## src/rtl/pcs_pkg.sv

```systemverilog
package pcs_pkg;

  typedef enum logic [0:0] {
    ST_RUN    = 1'b0,
    ST_PARKED = 1'b1
  } gate_state_t;

  // Phase index following ph in a divide-by-div cycle.
  function automatic int unsigned step_phase(int unsigned ph, int unsigned div);
    return (ph == div - 1) ? 0 : ph + 1;
  endfunction

  // The upper half of the phase range is the high phase.
  function automatic logic phase_is_high(int unsigned ph, int unsigned div);
    return ph >= (div / 2);
  endfunction

  // True when one more counted period completes a span of `need` periods.
  function automatic logic span_reached(int unsigned count, int unsigned need);
    return (count + 1) >= need;
  endfunction

endpackage

```

## src/rtl/pcs_divider.sv

```systemverilog
module pcs_divider #(
  parameter int unsigned DIV = 4,
  localparam int unsigned PW = (DIV > 2) ? $clog2(DIV) : 1
) (
  input  logic clk,
  input  logic rst_n,
  output logic free_clk,
  output logic high_next,
  output logic period_end
);
  logic [PW-1:0] phase;
  logic [PW-1:0] phase_nxt;

  always_comb begin
    phase_nxt  = PW'(pcs_pkg::step_phase(32'(phase), DIV));
    high_next  = pcs_pkg::phase_is_high(32'(phase_nxt), DIV);
    period_end = (32'(phase) == DIV - 1);
  end

  always_ff @(posedge clk or negedge rst_n) begin
    if (!rst_n) begin
      phase    <= '0;
      free_clk <= 1'b0;
    end else begin
      phase    <= phase_nxt;
      free_clk <= high_next;
    end
  end
endmodule

```

## src/rtl/pcs_sync.sv

```systemverilog
module pcs_sync #(
  parameter int unsigned STAGES = 2
) (
  input  logic clk,
  input  logic rst_n,
  input  logic d,
  output logic q
);
  logic [STAGES-1:0] chain;

  always_ff @(posedge clk or negedge rst_n) begin
    if (!rst_n) chain <= '1;
    else        chain <= {chain[STAGES-2:0], d};
  end

  assign q = chain[STAGES-1];
endmodule

```

## src/rtl/pcs_gate_ctrl.sv

```systemverilog
module pcs_gate_ctrl #(
  parameter int unsigned ON_LAT = 3,
  parameter int unsigned MIN_ON = 10,
  localparam int unsigned WW = $clog2(ON_LAT + 1),
  localparam int unsigned MW = $clog2(MIN_ON + 1)
) (
  input  logic clk,
  input  logic rst_n,
  input  logic tick,
  input  logic run_req,
  output logic gate_en
);
  import pcs_pkg::*;

  gate_state_t    state;
  logic [WW-1:0]  wake_cnt;
  logic [MW-1:0]  win_cnt;
  logic           win_done;
  logic           wake_done;

  always_comb begin
    win_done  = span_reached(32'(win_cnt), MIN_ON);
    wake_done = span_reached(32'(wake_cnt), ON_LAT);
    gate_en   = (state == ST_RUN);
  end

  always_ff @(posedge clk or negedge rst_n) begin
    if (!rst_n) begin
      state    <= ST_RUN;
      wake_cnt <= '0;
      win_cnt  <= '0;
    end else if (tick) begin
      unique case (state)
        ST_RUN: begin
          if (!run_req && win_done) begin
            state    <= ST_PARKED;
            wake_cnt <= '0;
          end else if (!win_done) begin
            win_cnt <= win_cnt + 1'b1;
          end
        end
        ST_PARKED: begin
          if (!run_req) begin
            wake_cnt <= '0;
          end else if (wake_done) begin
            state    <= ST_RUN;
            wake_cnt <= '0;
            win_cnt  <= '0;
          end else begin
            wake_cnt <= wake_cnt + 1'b1;
          end
        end
        default: state <= ST_RUN;
      endcase
    end
  end
endmodule

```

## src/rtl/pcs_out_gate.sv

```systemverilog
module pcs_out_gate (
  input  logic clk,
  input  logic rst_n,
  input  logic enable,
  input  logic high_next,
  output logic clk_out
);
  always_ff @(posedge clk or negedge rst_n) begin
    if (!rst_n) clk_out <= 1'b0;
    else        clk_out <= enable & high_next;
  end
endmodule

```

## src/rtl/pci_clock_gater.sv

```systemverilog
module pci_clock_gater #(
  parameter int unsigned DIV         = 4,
  parameter int unsigned N_OUT       = 2,
  parameter int unsigned SYNC_STAGES = 2,
  parameter int unsigned ON_LAT      = 3,
  parameter int unsigned MIN_ON      = 10
) (
  input  logic             clk_ref,
  input  logic             rst_n,
  input  logic             stop_req_n,
  output logic             pci_free,
  output logic [N_OUT-1:0] pci_gated
);
  // Named internal events, also observed by the bound checker.
  logic period_end;
  logic high_next;
  logic run_req;
  logic gate_en;

  pcs_divider #(.DIV(DIV)) u_div (
    .clk        (clk_ref),
    .rst_n      (rst_n),
    .free_clk   (pci_free),
    .high_next  (high_next),
    .period_end (period_end)
  );

  pcs_sync #(.STAGES(SYNC_STAGES)) u_sync (
    .clk   (clk_ref),
    .rst_n (rst_n),
    .d     (stop_req_n),
    .q     (run_req)
  );

  pcs_gate_ctrl #(.ON_LAT(ON_LAT), .MIN_ON(MIN_ON)) u_ctrl (
    .clk     (clk_ref),
    .rst_n   (rst_n),
    .tick    (period_end),
    .run_req (run_req),
    .gate_en (gate_en)
  );

  for (genvar gi = 0; gi < N_OUT; gi++) begin : g_out
    pcs_out_gate u_gate (
      .clk       (clk_ref),
      .rst_n     (rst_n),
      .enable    (gate_en),
      .high_next (high_next),
      .clk_out   (pci_gated[gi])
    );
  end
endmodule

```

## config.mk

```make
export PLATFORM = sky130hd
export DESIGN_NAME = pci_clock_gater
export DESIGN_NICKNAME = d
export VERILOG_FILES = /design/src/rtl/pcs_pkg.sv /design/src/rtl/pcs_divider.sv /design/src/rtl/pcs_sync.sv /design/src/rtl/pcs_gate_ctrl.sv /design/src/rtl/pcs_out_gate.sv /design/src/rtl/pci_clock_gater.sv
export SDC_FILE = /design/constraint.sdc
export NUM_CORES = 1
export LEC_CHECK = 0
export BUFFER_PORTS_ARGS = -buffer_cell sky130_fd_sc_hd__buf_2
export CAP_MARGIN = 25
export CORE_MARGIN = 10
export CORE_UTILIZATION = 40
export CTS_CLUSTER_DIAMETER = 60
export DETAILED_ROUTE_END_ITERATION = 10
export PLACE_DENSITY = 0.58
export SYNTH_ARGS = -nofsm -noshare
export SYNTH_HDL_FRONTEND = slang
export SYNTH_SLANG_ARGS = --single-unit
```

## constraint.sdc

```tcl
create_clock -name clk_ref -period 1.9 [get_ports clk_ref]
set_input_delay 0.19 -clock clk_ref [delete_from_list [all_inputs] [get_ports clk_ref]]
set_output_delay 0.19 -clock clk_ref [all_outputs]
set_load 0.02 [all_outputs]
```

==> results.yml <==
sta:
  setup_viol: 0
  slew_viol_final: 0
  worst_pin_slew_ns: 0.475
  hold_viol: 0
  grt_setup_unrepaired: "yes"
  tns_ns: 0
  skew_ns: 0.0106
  max_freq_mhz: 548
  fin_crit_sh_pct: 96.0
  max-slew-margin-rel_pct: 68.3
  period_needed_ns: 1.82
place:
  gp_congestion: 0.790
  hpwl_um: 848
  portBuffers: 5
route:
  initialDrtViolationCount: 9
  drt-total-wl_mm: 1.19
  avgRoutedWirePerCell_um: 13.4
  vias_per_cell: 5.66
  num_vias: 504
  dr.pass1.iters: 4
  drcViolationCount: 0
  ant_nets: 0
min_path:
  hold_end: "u_sync.chain[0]"
  min_path_cells: 1
  worstHoldPathType: "in2reg"
  holdCritStartpoint: "stop_req_n"
worst_setup_path:
  cp.required_ns: 2.08
  cp_num_buf_inv: 0
  end_kind: "register"
  r2r-end: "u_ctrl.win_cnt[1]"
  rr_worst_depth: 5
  slowest_delay_ns: 0.42
  r2r_slack_ns: 0.08
  critPathMaxFanout: 4
  path_delay_family: "simple AND/OR/NAND/NOR gates"
  r2r_start: "u_ctrl.win_cnt[0]"
  path_class: "reg2reg"
  slowest_stage: "dfrtp_1"
  startpoint_type: "register"
  cp.arrival_ns: 2.00
  crit_chain: "ha_1 > nor2b_4 > a21o_1 > or3_4 > o311ai_2"
floorplanning:
  rows: 14
  start_util_pct: 41.8
  fp.dieH_um: 59.4
  die_w_um: 59.4
  dieArea_sq_um: 3530
  io-pin-count: 6
  fp.coreArea_sq_um: 1490
global_route:
  antenna_found_initial: 0
  grt_pass1_vias: 481
  grt_util_all_layers_pct: 7.72
  grt-ovfl-total: 0
  grt_pass1_wl_mm: 2.06
  grt_max_degree: 13
final_layout:
  drive_above_1_share_pct: 31.5
  diodes: 0
  syn2layout_area_growth_pct: 20.9
  ff_latch_area_sq_um: 303
  utilization_pct: 50.5
  final_nets: 80
  nFillCells: 121
  multi_input_area_sq_um: 319
clock_network:
  clock_path_buffers: 2
  cts_made_buffers: 3
  cts_tree: "built"
  clkSinkCount: 12
  cts.htree.levels: 1
  post_cts_buffers: 0
  clk_latency_ns: 0.27
  cts_root_buf: "clkbuf_4"
  clk_pin_slew_ns: 0.08
power_and_ir_drop:
  p_clk_share_pct: 30.4
  netSwitchingFraction_pct: 25.6
  power_frac_comb_pct: 15.7
  leakagePower_nw: 0.348
  p_per_area_nw_per_um2: 702
  internal_power_uw: 393
  p_sw_uw: 135
  vdd_drop_max_mv: 0.363
  p_seq_share_pct: 53.9
logic_synthesis:
  ys_seq_area_share_pct: 48.7
  syn_nets: 68
  synth_top_area_share_pct: 40.2
  synthDistinctLibCells: 27
  synth_edf_count: 0
  synth-async-reset-ratio_pct: 100
  syn_area_sq_um: 622
  synth_area_leaders: "dfrtp_1 40%, dfstp_2 8.5%, ha_1 6.0%"
  yosys-top-cells-count: "10 x dfrtp_1, 7 x nand2_1, 4 x nor2_1"
  synth-seq-cells: 12
  syn_inst: 62
  synth_flop_cell: "dfrtp_1"
  post-synth-top-count-cell: "dfrtp_1"
  ys_warn_count: 0
  syn_avg_cell_area_sq_um: 10.0
  synth_top_area_cell: "dfrtp_1"
run_status:
  outcome: "complete, no violations"
flow_run:
  max-cap-violations: 0
==> area by class of cell <==
type | count | area share, %
Sequential cell | 12 | 40.3
Clock buffer | 4 | 3.49
Timing Repair Buffer | 11 | 9.65
Tap cell | 16 | 2.66
Multi-Input combinational cell | 43 | 42.4
Inverter | 3 | 1.50
==> per-stage QoR <==
stage	std cells	cell area, sq um	total power [mW]	hold WS, ns	setup WS, ns
6_report	89	752	0.528	0.0211	0.0759
5_1_grt	89	752	0.557	0.00513	-0.0307
4_1_cts	89	718	0.518	0.00813	0.0372
3_5_place_dp	84	682	0.352	0.0793	0.0637
3_3_place_gp	84	682	0.350	0.0785	0.0455
2_1_floorplan	62	622	0.325	-0.106	0.143
==> worst max-delay path by stage <==
stage | from | end | slack [ns] | depth (start not counted)
3_5_place_dp | u_ctrl.win_cnt[0] | u_ctrl.win_cnt[1] | 0.06 | 5
4_1_cts | u_ctrl.win_cnt[1] | u_ctrl.win_cnt[1] | 0.04 | 6
5_1_grt | u_ctrl.win_cnt[1] | u_ctrl.win_cnt[1] | -0.03 | 6
3_3_place_gp | u_ctrl.win_cnt[1] | u_ctrl.win_cnt[1] | 0.05 | 6
6_report | u_ctrl.win_cnt[0] | u_ctrl.win_cnt[1] | 0.08 | 5
2_1_floorplan | u_ctrl.win_cnt[0] | u_ctrl.win_cnt[0] | 0.14 | 5
==> kinds of logic after synthesis <==
family / after synthesis / synth area share (%)
flip-flops: 12 / 48.7
AO/OA/AOI/OAI: 17 / 20.3
adder cells (fa/ha/maj): 3 / 6.04
buffers and inverters: 7 / 5.43
AND/OR/NAND/NOR: 23 / 19.5
==> sequential cells by signal, summed over array words and instances, names as in the netlist <==
name / count
u_sync.chain: 2
u_ctrl.win_cnt: 4
u_ctrl.state: 1
u_div.free_clk: 1
u_ctrl.wake_cnt: 2
u_div.phase: 1
g_out.u_gate.clk_out: 1
==> cells in the final DEF (no fill, tap or decap), types with 3 or more instances in the layout <==
master,count
dfrtp_1,10
nand2_1,7
buf_2,5
buf_4,5
nor2_1,4
a21oi_1,3
a21o_1,3
ha_1,3
clkbuf_4,3
==> worst reg2reg max path, delay by kind of cell, from the launching register on <==
| family | cells | cell delay (ns) |
|---|---|---|
| AO/OA/AOI/OAI | 2 | 0.43 |
| adder cells (fa/ha/maj) | 1 | 0.33 |
| flip-flops | 1 | 0.42 |
| AND/OR/NAND/NOR | 2 | 0.55 |
==> routing by layer <==
layer / vias to the layer above / routed length (um) / track usage (%)
li1: 249 / - / -
met1: 244 / 570 / 9.00
met2: 9 / 536 / 10.5
met3: 2 / 71 / 4.51
met4: 0 / 13 / 4.59
met5: - / 0 / 0
==> power by group through the flow <==
stage / registers [mW] / logic [mW] / clock network [mW]
2_1_floorplan: 0.285 / 0.0403 / 0
3_3_place_gp: 0.287 / 0.0627 / 0
3_5_place_dp: 0.288 / 0.0635 / 0
4_1_cts: 0.283 / 0.0653 / 0.170
5_1_grt: 0.286 / 0.0927 / 0.179
6_report: 0.284 / 0.0829 / 0.161
==> what timing repair did <==
item                                    4_1_cts  5_1_grt
endpoints found under the hold margin        10        0
hold buffers                                  1        0
resized for setup                             0        8
endpoints found under the setup margin        0        4
(Power assumes the default switching activity.)
